File: config.mk
export PLATFORM = sky130hd
export DESIGN_NAME = addsub_flag_unit
export DESIGN_NICKNAME = d
export VERILOG_FILES = /design/src/rtl/addsub_pkg.sv /design/src/rtl/addsub_operand_sel.sv /design/src/rtl/addsub_lane.sv /design/src/rtl/addsub_flag_gen.sv /design/src/rtl/addsub_flag_unit.sv
export SDC_FILE = /design/constraint.sdc
export NUM_CORES = 1
export LEC_CHECK = 0
export ABC_CLOCK_PERIOD_IN_PS = 5200
export BUFFER_PORTS_ARGS = -buffer_cell sky130_fd_sc_hd__buf_2
export CORE_ASPECT_RATIO = 1.5
export CORE_MARGIN = 8
export CORE_UTILIZATION = 30
export DETAILED_ROUTE_END_ITERATION = 10
export PLACE_DENSITY = 0.61
export RECOVER_POWER = 25
export SYNTH_ARGS = -nofsm -noshare
export SYNTH_HDL_FRONTEND = slang
export SYNTH_SLANG_ARGS = --single-unit
File: constraint.sdc
create_clock -name clk -period 5.2 [get_ports clk]
set_input_delay 0 -clock clk [delete_from_list [all_inputs] [get_ports clk]]
set_output_delay 0 -clock clk [all_outputs]
set_load 0.05 [all_outputs]
File: src/rtl/addsub_pkg.sv
package addsub_pkg;
    typedef enum logic [2:0] {
        OP_ADD = 3'd0,
        OP_ADC = 3'd1,
        OP_SUB = 3'd2,
        OP_SBB = 3'd3,
        OP_INC = 3'd4,
        OP_DEC = 3'd5,
        OP_CMP = 3'd6,
        OP_NEG = 3'd7
    } alu_op_e;

    localparam int FLAG_W  = 6;
    localparam int FL_CF   = 0;
    localparam int FL_PF   = 1;
    localparam int FL_AF   = 2;
    localparam int FL_ZF   = 3;
    localparam int FL_SF   = 4;
    localparam int FL_OF   = 5;
endpackage

File: src/rtl/addsub_operand_sel.sv
module addsub_operand_sel
    import addsub_pkg::*;
#(
    parameter int DATA_W = 32
) (
    input  alu_op_e           op,
    input  logic [DATA_W-1:0] dst,
    input  logic [DATA_W-1:0] src,
    input  logic              carry_in,
    output logic [DATA_W-1:0] opa,
    output logic [DATA_W-1:0] opb,
    output logic              cin,
    output logic              do_sub,
    output logic              keep_cf
);
    always_comb begin
        opa     = dst;
        opb     = src;
        cin     = 1'b0;
        do_sub  = 1'b0;
        keep_cf = 1'b0;
        unique case (op)
            OP_ADD: ;
            OP_ADC: cin = carry_in;
            OP_SUB: do_sub = 1'b1;
            OP_SBB: begin do_sub = 1'b1; cin = carry_in; end
            OP_INC: begin opb = DATA_W'(1); keep_cf = 1'b1; end
            OP_DEC: begin opb = DATA_W'(1); do_sub = 1'b1; keep_cf = 1'b1; end
            OP_CMP: do_sub = 1'b1;
            OP_NEG: begin opa = '0; opb = dst; do_sub = 1'b1; end
            default: ;
        endcase
    end
endmodule

File: src/rtl/addsub_lane.sv
module addsub_lane #(
    parameter int W = 8
) (
    input  logic [W-1:0] a,
    input  logic [W-1:0] b,
    input  logic         cin,
    input  logic         do_sub,
    output logic [W-1:0] res,
    output logic         cout,
    output logic         ovf
);
    logic [W:0] wide;

    always_comb begin
        if (do_sub) wide = {1'b0, a} - {1'b0, b} - {{W{1'b0}}, cin};
        else        wide = {1'b0, a} + {1'b0, b} + {{W{1'b0}}, cin};
        res  = wide[W-1:0];
        cout = wide[W];
        if (do_sub) ovf = (a[W-1] != b[W-1]) && (res[W-1] != a[W-1]);
        else        ovf = (a[W-1] == b[W-1]) && (res[W-1] != a[W-1]);
    end
endmodule

File: src/rtl/addsub_flag_gen.sv
module addsub_flag_gen
    import addsub_pkg::*;
#(
    parameter int DATA_W = 32
) (
    input  logic [DATA_W-1:0] res,
    input  logic              lane_cout,
    input  logic              lane_ovf,
    input  logic              lane_sign,
    input  logic              a_bit4,
    input  logic              b_bit4,
    input  logic              keep_cf,
    input  logic              carry_in,
    output logic [FLAG_W-1:0] flags
);
    always_comb begin
        flags         = '0;
        flags[FL_CF]  = keep_cf ? carry_in : lane_cout;
        flags[FL_PF]  = ~^res[7:0];
        flags[FL_AF]  = a_bit4 ^ b_bit4 ^ res[4];
        flags[FL_ZF]  = (res == '0);
        flags[FL_SF]  = lane_sign;
        flags[FL_OF]  = lane_ovf;
    end
endmodule

File: src/rtl/addsub_flag_unit.sv
module addsub_flag_unit
    import addsub_pkg::*;
#(
    parameter int DATA_W = 32,
    parameter int BYTE_W = 8
) (
    input  logic                 clk,
    input  logic                 rst_n,
    input  logic                 valid_i,
    input  logic [2:0]           op_i,
    input  logic [1:0]           size_i,
    input  logic [DATA_W-1:0]    dst_i,
    input  logic [DATA_W-1:0]    src_i,
    input  logic                 carry_i,
    output logic [DATA_W-1:0]    result_o,
    output logic                 wr_en_o,
    output logic [FLAG_W-1:0]    flags_o
);
    localparam int NUM_SIZES = $clog2(DATA_W / BYTE_W) + 1;

    alu_op_e           op;
    logic [DATA_W-1:0] opa, opb;
    logic              cin, do_sub, keep_cf;
    logic [1:0]        sz_idx;
    logic [DATA_W-1:0] lane_res  [NUM_SIZES];
    logic              lane_cout [NUM_SIZES];
    logic              lane_ovf  [NUM_SIZES];
    logic              lane_sign [NUM_SIZES];
    logic [FLAG_W-1:0] flags_next;
    logic [FLAG_W-1:0] flags_q;

    assign op = alu_op_e'(op_i);

    addsub_operand_sel #(.DATA_W(DATA_W)) u_sel (
        .op(op), .dst(dst_i), .src(src_i), .carry_in(carry_i),
        .opa(opa), .opb(opb), .cin(cin), .do_sub(do_sub), .keep_cf(keep_cf)
    );

    for (genvar k = 0; k < NUM_SIZES; k++) begin : g_lane
        localparam int W = BYTE_W << k;
        logic [W-1:0] r;
        logic         co, ov;
        addsub_lane #(.W(W)) u_lane (
            .a(opa[W-1:0]), .b(opb[W-1:0]), .cin(cin), .do_sub(do_sub),
            .res(r), .cout(co), .ovf(ov)
        );
        assign lane_res[k]  = DATA_W'(r);
        assign lane_cout[k] = co;
        assign lane_ovf[k]  = ov;
        assign lane_sign[k] = r[W-1];
    end

    always_comb begin
        if (int'(size_i) >= NUM_SIZES) sz_idx = 2'(NUM_SIZES - 1);
        else                           sz_idx = size_i;
    end

    assign result_o = lane_res[sz_idx];
    assign wr_en_o  = valid_i && (op != OP_CMP);

    addsub_flag_gen #(.DATA_W(DATA_W)) u_flags (
        .res(result_o), .lane_cout(lane_cout[sz_idx]), .lane_ovf(lane_ovf[sz_idx]),
        .lane_sign(lane_sign[sz_idx]), .a_bit4(opa[4]), .b_bit4(opb[4]),
        .keep_cf(keep_cf), .carry_in(carry_i), .flags(flags_next)
    );

    always_ff @(posedge clk or negedge rst_n) begin
        if (!rst_n)       flags_q <= '0;
        else if (valid_i) flags_q <= flags_next;
    end

    assign flags_o = flags_q;

    // increment and decrement carry the incoming carry through
    assert_incdec_keep_cf_R5: assert property (@(posedge clk) disable iff (!rst_n)
        (valid_i && (op_i == 3'd4 || op_i == 3'd5)) |=> (flags_o[FL_CF] == $past(carry_i)));

    // compare never writes
    assert_cmp_no_write_R6: assert property (@(posedge clk) disable iff (!rst_n)
        (op_i == 3'd6) |-> !wr_en_o);

    // flags hold while idle
    assert_flags_hold_R11: assert property (@(posedge clk) disable iff (!rst_n)
        !valid_i |=> $stable(flags_o));

    // zero flag follows the result seen at the port
    assert_zero_flag_R9: assert property (@(posedge clk) disable iff (!rst_n)
        valid_i |=> (flags_o[FL_ZF] == ($past(result_o) == '0)));

    // nothing above a byte result
    assert_byte_upper_zero_R9: assert property (@(posedge clk) disable iff (!rst_n)
        (size_i == 2'd0) |-> (result_o[DATA_W-1:BYTE_W] == '0));

    // parity of the low byte
    assert_parity_R10: assert property (@(posedge clk) disable iff (!rst_n)
        valid_i |=> (flags_o[FL_PF] == ~^$past(result_o[7:0])));
endmodule

Word-level counts from Yosys, hierarchy flattened
Cells that the tools add are included.

word-level totals
  bits in registers = 6
  bits in latches = 0
  RAM bits = 0
  memory bits (read-only) = 0
  input port bits = 73
  output and inout port bits = 39
  logic and storage cells = 72
  memories kept = 0

cells by class
  add/subtract/negate cells = 12
  multiply operators = 0
  divide/modulo/power cells = 0
  order comparisons = 2
  eq/ne operators = 17
  shift operators = 0
  multiplexer cells = 25
  bitwise operators = 3
  reductions and logical operators = 12

operators by type and width
  kind                  number
  $mux W32              3
  $bmux W32 S2          1
  $pmux W32 S2          1
  $add A32 B32 Y33      1
  $add A33 B1 Y33       1
  $mux W33              1
  $sub A32 B32 Y33      1
  $sub A33 B1 Y33       1
  $logic_not A32 Y1     1
  $add A16 B16 Y17      1
  $add A17 B1 Y17       1
  $mux W17              1
  $sub A16 B16 Y17      1
  $sub A17 B1 Y17       1
  $mux W1               13
  $eq A3 B3 Y1 const B  4
  $add A8 B8 Y9         1
  $add A9 B1 Y9         1
  $mux W9               1
  $sub A8 B8 Y9         1
  $sub A9 B1 Y9         1
  $reduce_xnor A8 Y1    1
  $logic_and A1 B1 Y1   7
  $bmux W1 S2           3
  other kinds (12)      22

Longest topological paths before layout
  depth after elaboration = 12
  depth in mapped cells = 24
  depth with buffers taken out = 21

Hierarchy
From an unflattened synthesis, not the netlist that was laid out.

second synthesis, totals
  cells, all modules = 1,429
  area, all modules = 9,859.5 µm²

modules (own cells, without submodules)
  module                          times used  cells each  area each (µm²)  seq. area each (µm²)
  addsub_lane (g_lane[2].u_lane)  1           713         4,778.3          0.0
  addsub_lane (g_lane[1].u_lane)  1           315         2,127.0          0.0
  addsub_operand_sel              1           156         1,086.0          0.0
  addsub_lane (g_lane[0].u_lane)  1           133         985.9            0.0
  addsub_flag_unit                1           81          664.4            150.1
  addsub_flag_gen                 1           31          217.7            0.0

Worst setup path after synthesis
OpenSTA, ideal clock, no wires.

  kind = input to register
  start point = input op_i[0]
  end point = register flags_q[3], in the netlist flags_o[3]
  setup time = 0.170 ns
  data arrival time = 5.927 ns
  required time = 5.030 ns
  path slack = -0.897 ns
  stages on the path = 19
  buffers on the path = 3
  cell sequence = clkbuf_2 and2_1 clkbuf_1 nor2_1 clkbuf_1 a22o_1 ha_1 inv_1 ha_1 a211o_1 a21o_1 a211oi_1 o31ai_1 and3_1 a2111oi_0 a2111o_1 nor4_1 nand4b_1 o41ai_2

on the way
  cells in the longest elaborated chain, start to end = 10
  elaborated cells between the ends (all ways) = 33
  classes of those cells = add/sub: 12; eq/ne: 7; mux: 10; reduce/logical: 4

ends and longest elaborated chain
  what                                              line                      RTL
  start: declaration                                addsub_flag_unit.sv:10    input logic [2:0] op_i,
  $eq A3 B3 Y1                                      addsub_operand_sel.sv:22  unique case (op)
  $reduce_or A2 Y1 (no source line)                 --
  $pmux W32 S2                                      addsub_operand_sel.sv:22
  $add A32 B32 Y33, or another cell as far along    addsub_lane.sv:16         else wide = {1'b0, a} + {1'b0, b} + {{W{1'b0}}, cin};
  $add A33 B1 Y33, or another cell as far along     addsub_lane.sv:16
  $mux W33 / $mux W17 (equally long branches)       addsub_lane.sv:15         if (do_sub) wide = {1'b0, a} - {1'b0, b} - {{W{1'b0}}, cin};
  $bmux W32 S2 (*)                                  addsub_flag_unit.sv:58    assign result_o = lane_res[sz_idx];
  $mux W32 (not written as such) (*) (2 in series)  addsub_flag_unit.sv:58
  named net result_o[14]                            addsub_flag_unit.sv:15    output logic [DATA_W-1:0] result_o,
  $logic_not A32 Y1 (*)                             addsub_flag_gen.sv:21     flags[FL_ZF] = (res == '0);
  end signal: assignment                            addsub_flag_unit.sv:69    else if (valid_i) flags_q <= flags_next;
  end: declaration                                  addsub_flag_unit.sv:30    logic [FLAG_W-1:0] flags_q;

Mark *: on every way through the listed nets, which the timed path passes. The rest lies on a longest branch. The select of a mux whose other input is x is not followed.
A chain may end at the register's enable or synchronous reset.

Worst setup path after layout
  start point = input op_i[1]
  end point = output result_o[31]

on the way
  cells in the longest elaborated chain, start to end = 9
  elaborated cells between the ends (all ways) = 22
  classes of those cells = add/sub: 4; eq/ne: 7; mux: 8; reduce/logical: 3

ends and longest elaborated chain
  what                                                         line
  $eq A3 B3 Y1                                                 addsub_operand_sel.sv:22
  $reduce_or A2 Y1 (no source line)                            --
  $pmux W32 S2                                                 addsub_operand_sel.sv:22
  $add A32 B32 Y33 / $sub A32 B32 Y33 (equally long branches)  addsub_lane.sv:16, addsub_lane.sv:15
  $add A33 B1 Y33 / $sub A33 B1 Y33 (equally long branches)    addsub_lane.sv:16, addsub_lane.sv:15
  $mux W33 (*)                                                 addsub_lane.sv:15
  $bmux W32 S2 (*)                                             addsub_flag_unit.sv:58
  $mux W32 (not written as such) (*) (2 in series)             addsub_flag_unit.sv:58
  end: declaration                                             addsub_flag_unit.sv:15

Every way passes the cells marked *; elsewhere a longest branch is shown, timed or not. The select of a mux whose other input is x is not followed.

==> impl_metrics.yaml <==
outcome:
  status: "finished, final reports clean"
final_layout:
  area_growth_pct: 16.20
  fin_nets: 1113
  fin_area_um2: 6643
  post-route-util_pct: 35.09
  layout-drive-gt1-share_pct: 15.76
  final_cells: 1195
  n_antenna_cell: 0
  largest_reg_flops: 6
sta:
  tightestPinTransition_ps: 742.6
  finalSetupViolCount: 0
  final.setup.tns_ps: 0
  period_share_pct: 88.01
  skew_ps: 0
  fin_ws_ps: 623.4
  max_slew_margin_pct: 49.97
  report.final.hold_viol_count: 0
  max_freq_mhz: 218.5
  grt_setup_unrepaired: "no"
  slew_violations: 0
  period_minus_slack_ps: 4577
  hold_ws_ps: 192.3
worst_setup_path:
  crit_family: "compound AO/OA/AOI/OAI gates"
  reg2reg_from: "flags_o[0]"
  crit_path_max_fanout: 19
  rr_endpoint: "flags_o[0]"
  cp.arrival_ps: 4580
  slowest_stage: "a2111oi_2"
  crit_type: "in2out"
  rr_worst_depth: 5
  crit_required_ps: 5200
  path_buf_inv: 4
  crit_path_start_kind: "primary input"
  critPathMaxStageDelay_ps: 480
  crit_chain: "buf_2, nand3_1, buf_12, and2_1, ha_1, ha_1, a211oi_1, o31ai_1, o31ai_1, o41ai_1, a31oi_2, o21ai_0, mux2i_1, a2111oi_2, a211o_1, inv_1, buf_2"
  rrSetupSlack_ps: 4100
  end_kind: "primary output"
clock_network:
  cts_resized: 0
  holdBufCountCts: 1
  cts_tree: "done"
  clock_sinks: 6
  clock-root-buffer: "clkbuf_16"
  postCtsSetupBuffers: 0
  cts_htree_levels: 1
  cts_made_buffers: 3
  clkSlewWorstSetupHoldPaths_ps: 40
  clk_path_buf_depth: 2
  clkLatencyLatePin_ps: 230
die:
  start_util_pct: 30.20
  die_y_um: 185.1
  coreArea_um2: 18930
  die_x_um: 128.7
  die_area_um2: 23820
  io-pin-count: 112
  std_cell_rows: 62
logic_synthesis:
  synthCells: 845
  synth_seq_area_share_pct: 2.626
  syn_area_um2: 5717
  avgSynthCellArea_um2: 6.765
  yosys_warnings: 0
  synth_cell_types: 82
  dominantRegCellSynth: "dfrtp_1"
  synth_top_cells_by_count: "nand2_1 (110), inv_1 (97), ha_1 (95)"
  synth.area.top_cells: "ha_1 (21%), nand2_1 (7.2%), a21oi_1 (6.7%), inv_1 (6.4%), xnor2_1 (6.0%)"
  synth_top_area_share_pct: 20.79
  async_reset_ff_share_pct: 100.0
  synth_nets: 1017
  ys_seq_elements: 6
  yosys.area.top_type: "ha_1"
  yosysMostFrequentCell: "nand2_1"
  synth_edf_count: 0
drt:
  wl_per_cell_um: 17.25
  drtIter0Drc: 341
  via_per_inst: 5.314
  ant_nets: 0
  firstDrtPassIters: 5
  drc_errors: 0
  vias: 6350
  drt_wl_total_um: 20620
grt:
  grt_start_max_net_pins: 42
  grt_pass1_vias: 6306
  antenna_found_initial: 0
  grtUsageTotal_pct: 16.88
  overflow: 0
  grt_first_pass_wirelength_um: 32350
placement:
  routabilityCongestion: 0.9807
  dp_slack_ps: 421.0
  port_buffers: 111
  dp_hpwl_um: 17350
  placed_cells: 1191
  place_area_um2: 6566
job:
  drv_cap: 0
power:
  fin_total_pwr_mw: 1.842
  p_leak_nw: 3.216
  powerDensity_nw_per_um2: 277.2
  ir_worst_vdd_mv: 0.3255
min_path:
  hold_path_class: "in2async"
[kinds of logic (layout without fill, tap and decap cells)]
group	Yosys count	count (layout)	synth area share (%)
AOI/OAI and AO/OA	251	251	30.80
xor gates and xnor gates	56	56	8.580
adders and majority gates	99	99	22.19
buffers and inverters	129	223	8.689
DFF	6	6	2.626
muxes	17	17	3.042
and+or+nand+nor	287	287	24.08
[area by class of cell]
cell class	instances	area (µm²)
well taps	256	320.3
multi-input cells	710	5081
repair buffers	123	651.9
fillers	2147	12290
flip-flops and latches	6	150.1
clock buffers	3	75.07
inverters	97	364.1
[routing by layer]
metal	vias up	GRT usage, %	share of wire [%]
met5	-	0	0
met4	0	8.542	5.4
met3	55	1.873	4.1
met2	186	30.08	50
met1	2953	19.38	41
li1	3156	-	-
[placed cells by master (no fill, tap or decap), drive strengths merged, types with 7 or more instances in the layout]
cell	instances
a211oi	11
a21o	15
a21oi	80
a22o	14
a31oi	13
and2	28
and3	9
buf	115
clkbuf	10
ha	95
inv	97
mux2i	14
nand2	110
nand2b	10
nand3	18
nor2	56
nor2b	9
nor3	14
o21a	9
o21ai	39
o21bai	8
o31ai	8
or3	7
xnor2	39
xor2	17
[worst max-delay path by stage]
stage,end,from,slack [ps],depth (start not counted)
final,result_o[31],op_i[1],620,17
after global routing,flags_o[3],op_i[1],200,20
after CTS,result_o[31],op_i[1],610,17
after detailed placement,flags_o[3],op_i[1],420,20
after global placement,flags_o[3],op_i[1],480,17
after floorplan,flags_o[1],op_i[0],150,20
[where the power goes]
part	internal (mW)	switching (mW)
clock network	0.0991	0.0292
registers	0.0615	0.00720
logic	0.567	1.08
Power figures use the tool's default switching activity.
